$ cat src/rtl/rmi_pkg.sv
package rmi_pkg;
    typedef enum logic [2:0] {
        ST_IDLE,
        ST_CHECK,
        ST_PUSH,
        ST_FETCH,
        ST_DONE
    } seq_state_t;

    typedef enum logic [1:0] {
        END_OK,
        END_TBL,
        END_STK
    } end_kind_t;

    localparam int FLAG_TRAP   = 8;
    localparam int FLAG_INTEN  = 9;
    localparam int FLAG_ALIGN  = 18;
    localparam int PUSH_BYTES  = 6;
    localparam int ENTRY_BYTES = 4;

    function automatic logic [31:0] entry_flags(input logic [31:0] f);
        logic [31:0] r;
        r = f;
        r[FLAG_TRAP]  = 1'b0;
        r[FLAG_INTEN] = 1'b0;
        r[FLAG_ALIGN] = 1'b0;
        return r;
    endfunction
endpackage

$ cat src/rtl/rmi_entry_check.sv
module rmi_entry_check (
    input  logic [7:0]  vec,
    input  logic [15:0] limit,
    input  logic        room,
    output logic        tbl_bad,
    output logic        stk_bad
);
    logic [15:0] last_byte;

    always_comb begin
        last_byte = {6'd0, vec, 2'b11};
        tbl_bad   = last_byte > limit;
        stk_bad   = !tbl_bad && !room;
    end
endmodule

$ cat src/rtl/rmi_push_lane.sv
module rmi_push_lane (
    input  logic [2:0]  idx,
    input  logic [15:0] sp,
    input  logic [15:0] flags16,
    input  logic [15:0] cs,
    input  logic [15:0] ip,
    output logic [15:0] offset,
    output logic [7:0]  data
);
    localparam int WORDS = 3;

    logic [15:0] word_val [WORDS];
    logic [1:0]  word_sel;

    generate
        for (genvar w = 0; w < WORDS; w++) begin : g_word
            if (w == 0) begin : g_f
                assign word_val[w] = flags16;
            end else if (w == 1) begin : g_c
                assign word_val[w] = cs;
            end else begin : g_i
                assign word_val[w] = ip;
            end
        end
    endgenerate

    always_comb begin
        word_sel = idx[2:1];
        offset   = sp - {13'd0, word_sel, 1'b0} - 16'd2 + {15'd0, idx[0]};
        data     = 8'h00;
        for (int w = 0; w < WORDS; w++) begin
            if (word_sel == 2'(w)) begin
                data = idx[0] ? word_val[w][15:8] : word_val[w][7:0];
            end
        end
    end
endmodule

$ cat src/rtl/rm_int_seq.sv
module rm_int_seq #(
    parameter int ADDR_W     = 16,
    parameter int STACK_BASE = 0,
    parameter int TBL_BASE   = 0
) (
    input  logic              clk,
    input  logic              rst_n,
    input  logic              start,
    input  logic [7:0]        vector,
    input  logic [31:0]       flags_in,
    input  logic [15:0]       cs_in,
    input  logic [15:0]       ip_in,
    input  logic [15:0]       sp_in,
    input  logic [15:0]       tbl_limit,
    input  logic              stk_room,
    output logic              mem_req,
    output logic              mem_we,
    output logic [ADDR_W-1:0] mem_addr,
    output logic [7:0]        mem_wdata,
    input  logic [7:0]        mem_rdata,
    output logic              busy,
    output logic              done,
    output logic              fault_tbl,
    output logic              fault_stk,
    output logic [15:0]       new_cs,
    output logic [15:0]       new_ip,
    output logic [15:0]       new_sp,
    output logic [31:0]       new_flags
);
    import rmi_pkg::*;

    localparam logic [2:0] LAST_PUSH  = 3'(PUSH_BYTES - 1);
    localparam logic [2:0] LAST_FETCH = 3'(ENTRY_BYTES);

    seq_state_t  state, state_nx;
    end_kind_t   end_q;
    logic [2:0]  idx_q;
    logic [7:0]  vec_q;
    logic [31:0] flags_q;
    logic [15:0] cs_q, ip_q, sp_q, lim_q;
    logic        room_q;
    logic [23:0] fetch_q;

    logic        tbl_bad, stk_bad;
    logic [15:0] push_off;
    logic [7:0]  push_byte;

    rmi_entry_check u_check (
        .vec     (vec_q),
        .limit   (lim_q),
        .room    (room_q),
        .tbl_bad (tbl_bad),
        .stk_bad (stk_bad)
    );

    rmi_push_lane u_lane (
        .idx     (idx_q),
        .sp      (sp_q),
        .flags16 (flags_q[15:0]),
        .cs      (cs_q),
        .ip      (ip_q),
        .offset  (push_off),
        .data    (push_byte)
    );

    always_comb begin
        state_nx = state;
        unique case (state)
            ST_IDLE:  if (start) state_nx = ST_CHECK;
            ST_CHECK: state_nx = (tbl_bad || stk_bad) ? ST_DONE : ST_PUSH;
            ST_PUSH:  if (idx_q == LAST_PUSH) state_nx = ST_FETCH;
            ST_FETCH: if (idx_q == LAST_FETCH) state_nx = ST_DONE;
            ST_DONE:  state_nx = ST_IDLE;
            default:  state_nx = ST_IDLE;
        endcase
    end

    always_ff @(posedge clk) begin
        if (!rst_n) begin
            state <= ST_IDLE;
        end else begin
            state <= state_nx;
        end
    end

    always_ff @(posedge clk) begin
        if (!rst_n) begin
            end_q     <= END_OK;
            idx_q     <= '0;
            vec_q     <= '0;
            flags_q   <= '0;
            cs_q      <= '0;
            ip_q      <= '0;
            sp_q      <= '0;
            lim_q     <= '0;
            room_q    <= 1'b0;
            fetch_q   <= '0;
            new_cs    <= '0;
            new_ip    <= '0;
            new_sp    <= '0;
            new_flags <= '0;
        end else begin
            unique case (state)
                ST_IDLE: begin
                    if (start) begin
                        vec_q   <= vector;
                        flags_q <= flags_in;
                        cs_q    <= cs_in;
                        ip_q    <= ip_in;
                        sp_q    <= sp_in;
                        lim_q   <= tbl_limit;
                        room_q  <= stk_room;
                    end
                end
                ST_CHECK: begin
                    idx_q <= '0;
                    end_q <= tbl_bad ? END_TBL : (stk_bad ? END_STK : END_OK);
                end
                ST_PUSH: begin
                    idx_q <= (idx_q == LAST_PUSH) ? 3'd0 : idx_q + 3'd1;
                end
                ST_FETCH: begin
                    idx_q <= idx_q + 3'd1;
                    if (idx_q == 3'd1) fetch_q[7:0]   <= mem_rdata;
                    if (idx_q == 3'd2) fetch_q[15:8]  <= mem_rdata;
                    if (idx_q == 3'd3) fetch_q[23:16] <= mem_rdata;
                    if (idx_q == LAST_FETCH) begin
                        new_ip    <= fetch_q[15:0];
                        new_cs    <= {mem_rdata, fetch_q[23:16]};
                        new_sp    <= sp_q - 16'(PUSH_BYTES);
                        new_flags <= entry_flags(flags_q);
                    end
                end
                ST_DONE: idx_q <= '0;
                default: idx_q <= '0;
            endcase
        end
    end

    always_comb begin
        busy      = (state != ST_IDLE);
        done      = (state == ST_DONE);
        fault_tbl = done && (end_q == END_TBL);
        fault_stk = done && (end_q == END_STK);
        mem_req   = 1'b0;
        mem_we    = 1'b0;
        mem_addr  = '0;
        mem_wdata = 8'h00;
        unique case (state)
            ST_PUSH: begin
                mem_req   = 1'b1;
                mem_we    = 1'b1;
                mem_addr  = ADDR_W'(STACK_BASE) + ADDR_W'(push_off);
                mem_wdata = push_byte;
            end
            ST_FETCH: begin
                mem_req  = (idx_q < LAST_FETCH);
                mem_addr = ADDR_W'(TBL_BASE) + ADDR_W'({vec_q, idx_q[1:0]});
            end
            default: ;
        endcase
    end
endmodule


$ cat config.mk
export PLATFORM = sky130hd
export DESIGN_NAME = rm_int_seq
export DESIGN_NICKNAME = d
export VERILOG_FILES = /design/src/rtl/rmi_pkg.sv /design/src/rtl/rmi_entry_check.sv /design/src/rtl/rmi_push_lane.sv /design/src/rtl/rm_int_seq.sv
export SDC_FILE = /design/constraint.sdc
export NUM_CORES = 1
export LEC_CHECK = 0
export BUFFER_PORTS_ARGS = -buffer_cell sky130_fd_sc_hd__buf_2
export CELL_PAD_IN_SITES_DETAIL_PLACEMENT = 2
export CELL_PAD_IN_SITES_GLOBAL_PLACEMENT = 2
export CORE_MARGIN = 5
export CORE_UTILIZATION = 34
export DETAILED_ROUTE_END_ITERATION = 6
export HOLD_SLACK_MARGIN = 0.05
export PLACE_DENSITY = 0.93
export SETUP_SLACK_MARGIN = 0.5
export SYNTH_ARGS = -nofsm -noshare
export SYNTH_HDL_FRONTEND = slang
export SYNTH_SLANG_ARGS = --single-unit
$ cat constraint.sdc
create_clock -name clk -period 3.45 [get_ports clk]
set_clock_uncertainty 0.2 [all_clocks]
set_input_delay 0.1725 -clock clk [delete_from_list [all_inputs] [get_ports clk]]
set_output_delay 0.1725 -clock clk [all_outputs]
set_load 0.01 [all_outputs]
; After elaboration in Yosys (flattened, before gate mapping)
; Index checks and enable logic that the tools add are counted.
[totals]
n_memories = 0
word_cells = 74
output_inout_bits = 110
latch_bits = 0
regBits = 214
rom_bits = 0
mem_bits_rw = 0
in_bits = 116
[classes]
order_cmp = 2
mux = 19
shift = 0
n_mul = 0
n_bitwise = 0
div_mod_pow = 0
n_reduce_logical = 15
eq_ne = 16
addsub = 5
[ops]
columns = operator, count
row1 = $mux W8, 7
row2 = $pmux W16 S2, 1
row3 = $add A16 B1 Y16, 1
row4 = $gt A10 B16 Y1, 1
row5 = $sub A16 B2 Y16 const B, 1
row6 = $sub A16 B3 Y16, 1
row7 = $sub A16 B3 Y16 const B, 1
row8 = $mux W3, 5
row9 = $eq A3 B2 Y1 const B, 4
row10 = $pmux W3 S4, 1
row11 = $reduce_and A2 Y1, 5
row12 = $eq A3 B3 Y1 const B, 3
row13 = $pmux W3 S3, 1
row14 = $eq A3 B1 Y1 const B, 2
row15 = $ne A2 B2 Y1 const B, 3
row16 = $eq A2 B1 Y1 const B, 2
row17 = $eq A2 B2 Y1 const B, 2
row18 = $mux W2, 2
row19 = $add A3 B1 Y3 const B, 1
row20 = $logic_and A1 B1 Y1, 3
row21 = $logic_not A3 Y1, 1
row22 = $lt A3 B3 Y1 const B, 1
row23 = $reduce_and A3 Y1, 1
row24 = $reduce_bool A3 Y1, 1
row25 = other kinds (5), 6

; Logic depth before layout (Yosys ltp)
; Gate-level depths: netlist of run 1.
[logic_depth]
word_depth = 6
depth_mapped = 9
ltp_nobuf = 9

; Hierarchy
; From an unflattened synthesis of run 1, not the netlist that was laid out.
[hier_totals]
cells_unflattened = 1132
area_unflattened_um2 = 9389.0
[by_module_without_submodules]
columns = module, area_per_inst_um2, seq_area_each_um2, instances, cells_per_inst
row1 = rm_int_seq, 8356.8, 4264.1, 1, 986
row2 = rmi_push_lane, 795.8, 0.0, 1, 111
row3 = rmi_entry_check, 236.5, 0.0, 1, 35

; Worst setup path after synthesis of run 1
; Ideal clock, no wire load.
[synth_path]
path_kind = reg-to-output
from = register sp_q[2]
to = output mem_addr[13]
n_path_buf = 0
path_stages_with_launch = 9
arrival_time_ps = 2007
t_required_ps = 3077
setup_slack_ps = 1071
path_cell_list = dfxtp_1 > inv_1 > ha_1 > inv_1 > ha_1 > a211o_1 > a31o_4 > or3_1 > a21oi_1
[synth_via]
elab_chain_cells = 4
[synth_rtl]
columns = element, line
row1 = from (decl), rm_int_seq.sv:40  ; logic [15:0] cs_q, ip_q, sp_q, lim_q;
row2 = from (signal assigned), rm_int_seq.sv:110  ; sp_q <= sp_in;
row3 = $sub A16 B3 Y16, rmi_push_lane.sv:29  ; offset = sp - {13'd0, word_sel, 1'b0} - 16'd2 + {15'd0, idx[0]};
row4 = $sub A16 B2 Y16, rmi_push_lane.sv:29
row5 = $add A16 B1 Y16, rmi_push_lane.sv:29
row6 = $pmux W16 S2, rm_int_seq.sv:149  ; unique case (state)
row7 = to (decl), rm_int_seq.sv:18  ; output logic [ADDR_W-1:0] mem_addr,
; No other way between the ends.

; Worst setup path after layout of run 1
[layout_path]
from = register sp_q[1]
to = output mem_addr[6]
; Same word-level chain as after synthesis.

==> out/metrics.yaml, run 1 <==
root_buffer: "clkbuf_16"
cp.required_ns: 3.08
track_usage_pct: 26.5
post-route-min-period_ns: 2.99
clock_latency_ns: 0.52
power_density_mw_per_mm2: 477
crit_chain: "inv_1 > ha_2 > ha_2 > nor2b_4 > o21ai_2 > buf_4 > nand3b_1 > xor2_1 > o21ai_1 > buf_2"
first_pass_iters: 5
layout.cells.non_filler: 1835
placed_cells: 1666
vias: 9540
synth_cell_types: 57
timing.final.hold_violations: 0
grt_pass1_vias: 10900
r2r_start: "idx_q[1]"
synth_seq_area_share_pct: 44.3
grt_pass1_wl_um: 65200
synth_area_mm2: 0.00963
die_w_um: 178
finalCritPeriodShare_pct: 86.7
setup_tns_ns: 0
path_depth: 10
cp.arrival_ns: 2.62
cts.sinks: 213
r2r-end: "new_ip[15]"
fin_util_pct: 46.4
dieArea_mm2: 0.0318
synth-edff-count: 0
cts_made_buffers: 24
dp_hpwl_um: 24700
worst_pin_slew_ns: 0.960
cp-startpoint: "sp_q[1]"
cellLeakagePower_nw: 5.38
crit_family: "adder cells"
critical-path-slowest-cell: "dfxtp_4"
max_stage_delay_ns: 0.37
die_h_um: 178
async_reset_ff_share_pct: 0
yosysTopAreaCellShare_pct: 44.3
critical_path_class: "reg2out"
htree_levels: 1
setup_viol: 0
pin_count: 226
worst_r2r_path_depth: 7
cap_viol_max_count: 0
cts_buffer_depth: 3
port_buffers: 221
syn_to_final_growth_pct: 34.4
routed_wl_um: 43800
rrSetupSlack_ns: 0.72
gp_congestion: 0.795
hold_start: "rst_n"
overflow: 0
path_common_cell: "ha_2"
max_freq_mhz: 334
syn_area_per_cell_um2: 8.44
yosys-top-cells-area: "dfxtp_1, nand2_1, a21boi_1"
drtIter0Drc: 333
grt_max_degree: 94
rows: 61
wire_per_inst_um: 23.9
nets: 1572
synth_area_leader_cell: "dfxtp_1"
status: "finished, final reports clean"
drv_slew: 0
startpoint_type: "flop"
antenna_found_initial: 4
synth_flop_cell: "dfxtp_1"
drtAntennaViolNets: 0
relSlewSlack_pct: 36.0
min_path_type: "in2reg"
worstPathMaxFanout: 4
endpoint_kind: "output pin"
cp_num_buf_inv: 3
ys_seq_elements: 213
rsz0062_at_grt: "true"
yosysWarnings: 0
viasPerCell: 5.20
cts_tree: "done"
initial_core_util_pct: 34.6
drc: 0
core_mm2: 0.0279
ir_drop_uv: 267
synth_cells: 1141
critPathCapture: "mem_addr[6]"
drive_gt1_share_pct: 22.7
path_clk_slew_ns: 0.07
[cell usage in the layout, fill, tap and decap left out, types with 15 or more instances in the layout]
cell | synthesis | layout
buf_4 | 9 | 16
nand2_1 | 401 | 400
dfxtp_1 | 213 | 210
nand3_1 | 26 | 26
a21oi_1 | 20 | 19
dlygate4sd3_1 | 0 | 113
nor2_1 | 25 | 25
inv_1 | 22 | 18
clkbuf_16 | 0 | 25
a21boi_1 | 107 | 107
a21boi_0 | 85 | 85
ha_1 | 20 | 15
buf_2 | 25 | 220
[cell families after synthesis]
kind of cell               share of synthesized area [%]
DFF                                                 44.3
xor gates and xnor gates                            2.27
buffers and inverters                               6.37
muxes                                               3.02
adders and majority gates                           2.60
AOI/OAI and AO/OA                                   19.4
and+or+nand+nor                                     22.0
other                                             0.0390
[how the worst min path moves through the flow]
| stage | endpoint | cells after the start |
|---|---|---|
| final | state[0] | 2 |
| after global routing | new_sp[7] | 2 |
| after CTS | state[0] | 2 |
| after detailed placement | ip_q[10] | 3 |
| after global placement | lim_q[8] | 3 |
| after floorplan | cs_q[0] | 2 |
[stage by stage]
stage	power [W]	area [um^2]	worst slack, ns	hold WS (ns)
after floorplan	0.00311	9630	1.07	0.107
after global placement	0.00330	10800	0.684	0.219
after detailed placement	0.00335	10800	0.491	0.222
after CTS	0.00610	12900	0.484	0.114
after global routing	0.00637	12900	0.366	0.172
final	0.00617	12900	0.458	0.118
[cells in the mapped netlist (2+ instances only)]
library cell / count
a311oi_1: 2
nor3_1: 4
xor2_1: 14
a21boi_0: 85
nand3_1: 26
nor2b_1: 4
inv_1: 22
a21oi_1: 20
o21ai_1: 10
ha_1: 20
nor4_4: 2
buf_2: 25
clkbuf_1: 32
o211a_1: 7
nand3b_1: 3
mux2i_1: 2
nand2b_1: 5
o22ai_1: 2
or3_1: 2
mux2_2: 8
xnor2_1: 11
buf_6: 17
nor3b_1: 2
and3_1: 2
o21ai_0: 10
a21boi_1: 107
and2_1: 3
buf_4: 9
nand2_1: 401
buf_1: 3
dfxtp_1: 213
nor2_1: 25
nor3_2: 2
nor4_1: 3
a22oi_1: 6
mux4_2: 8
nand4_1: 4
[sequential cells by signal, summed over array words and instances, names as in the netlist]
register,flops
cs_q,16
end_q,2
fetch_q,24
flags_q,31
idx_q,3
ip_q,16
lim_q,16
new_cs,16
new_flags,29
new_ip,16
new_sp,16
room_q,1
sp_q,16
state,3
vec_q,8
[layout make-up]
cell class	instances	area (um^2)
fillers	3026	14900
multi-input cells	821	4840
flip-flops and latches	213	4270
repair buffers	354	2440
clock buffers	36	747
well taps	378	473
inverters	22	87.6
clock inverters	6	57.6
diodes	5	12.5
[repair_timing]
| action | in CTS | in global routing |
|---|---|---|
| setup endpoints to repair | 21 | 12 |
| hold buffers | 113 | 0 |
| hold endpoints to repair | 137 | 0 |
| setup buffers | 3 | 6 |
| pin swaps | 6 | 2 |
| resized for setup | 18 | 8 |
[metal layers]
layer	track usage [%]	part of all wire, %	vias up
li1	-	-	4356
met1	28.5	37	4768
met2	50.1	53	290
met3	4.41	4.2	126
met4	13.0	5.2	0
met5	0	0	-
[power by group]
part	internal, W	switching, W
registers	0.00255	0.000105
clock network	0.00156	0.00111
logic	0.000377	0.000466
total	0.00449	0.00168
No activity file was read; power rests on OpenSTA's default activity.
==> inputs of run 2 (changes only) <==
RECOVER_POWER = 50   (was unset)
SLEW_MARGIN = 10   (was unset)
==> run 2 against run 1 <==
Critical path depth decreased by 5; combinational power decreased by 0.5%; clock power about the same; first-iteration DRC count increased by 9.3%; highest routed layer unchanged.
==> out/metrics.yaml, run 2 (same netlist as run 1, synthesis figures left out) <==
finalCritPeriodShare_pct: 89.5
crit_chain: "nor3_1 > nand2_2 > buf_12 > nand2_1 > a21boi_0"
syn_to_final_growth_pct: 33.2
critical_path_class: "reg2reg"
drv_slew: 0
pin_count: 226
met1_usage_pct: 28.5
dieArea_mm2: 0.0318
final_cell_mix: "nand2_1, dfxtp_1, buf_2"
gr-usage-met2_pct: 50.1
drtIter0Drc: 364
worst_slack_ns: 0.361
crit_family: "simple AND/OR/NAND/NOR gates"
endpoint_kind: "flop"
setup_viol: 0
clock_latency_ns: 0.52
worst_pin_slew_ns: 1.14
top_register: "flags_q"
vias: 9508
cp.required_ns: 3.61
whs_path_depth: 2
antenna_found_initial: 4
drc: 0
rsz0062_at_grt: "true"
cts.sinks: 213
viasPerCell: 5.18
rows: 61
max_stage_delay_ns: 0.83
cap_viol_max_count: 0
cellLeakagePower_nw: 5.01
relSlewSlack_pct: 23.7
placed_cells: 1666
grt_pass1_wl_um: 65200
area.sequential_mm2: 0.00427
post-route-min-period_ns: 3.09
path_clk_slew_ns: 0.06
track_usage_pct: 26.5
root_buffer: "clkbuf_16"
routed_wl_um: 43900
cts_made_buffers: 24
cts_tree: "done"
setup_tns_ns: 0
use_met3_pct: 4.41
dp_hpwl_um: 24700
grt_pass1_vias: 10900
cp_num_buf_inv: 1
die_w_um: 178
layout_commonest_cell: "nand2_1"
cts_buffer_depth: 3
final_cell_area_mm2: 0.0128
grt_max_degree: 94
htree_levels: 1
busiest_layer: "met2"
overflow: 0
initial_core_util_pct: 34.6
fillers: 3070
dpl_worst_slack_ns: 0.491
die_h_um: 178
placed_cell_area_mm2: 0.0108
startpoint_type: "flop"
multi_input_area_mm2: 0.00483
first_pass_iters: 4
wire_per_inst_um: 23.9
drtAntennaViolNets: 0
worst_r2r_path_depth: 5
status: "finished, final reports clean"
nets: 1572
worstPathMaxFanout: 56
drive_gt1_share_pct: 17.1
path_depth: 5
cp.arrival_ns: 3.25
layout.cells.non_filler: 1835
ir_drop_uv: 265
max_freq_mhz: 324
critical-path-slowest-cell: "nand2_2"
core_mm2: 0.0279
largest_reg_flops: 31
gp_congestion: 0.795
min_path_type: "in2reg"
power_density_mw_per_mm2: 481
reg_top3: "flags_q (31), new_flags (29), fetch_q (24)"
port_buffers: 221
timing.final.hold_violations: 0
==> run 2: what timing repair did <==
item / in CTS / in global routing
hold endpoints to repair: 137 / 0
resized for setup: 18 / 8
pin swaps: 6 / 2
hold buffers: 113 / 0
endpoints found under the setup margin: 21 / 12
buffers inserted: 3 / 6
==> run 2: final timing paths <==
kind	startpoint	slack, ns	endpoint
min reg2reg	fetch_q[16]	0.26	new_cs[0]
max reg2reg	state[0]	0.36	vec_q[4]
min	rst_n	0.12	new_sp[8]
max	state[0]	0.36	vec_q[4]
==> run 2: through the flow <==
step,total power [W],hold WS (ns),utilization [%]
2_1_floorplan,0.00311,0.107,-
3_3_place_gp,0.00330,0.219,38.9
3_5_place_dp,0.00335,0.222,38.9
4_1_cts,0.00610,0.114,46.1
5_1_grt,0.00637,0.170,46.0
6_report,0.00617,0.125,46.0
==> run 2: layer usage <==
metal	vias up	part of all wire, %	wire (um)
met5	-	0	0
met4	0	5.1	2260
met3	122	4.1	1810
met2	284	53	23300
met1	4750	38	16500
li1	4352	-	-
==> run 2: worst reg2reg max path, delay by kind of cell (launching register included) <==
family,cells,cell delay (ns)
DFF,1,0.46
AOI/OAI and AO/OA,1,0.16
and+or+nand+nor,3,1.61
buffers and inverters,1,0.48
==> run 2: cell type report <==
cell class	instances	share of cell area, %
multi-input cells	821	37.7
flip-flops and latches	213	33.3
repair buffers	354	18.3
clock buffers	36	5.83
well taps	378	3.69
inverters	22	0.683
clock inverters	6	0.449
diodes	5	0.0976
==> run 2: power by group <==
part | switching, W | total (W) | internal, W | leakage [nW]
clock network | 0.00111 | 0.00267 | 0.00156 | 0.399
logic | 0.000465 | 0.000839 | 0.000374 | 2.88
registers | 0.000104 | 0.00265 | 0.00255 | 1.73
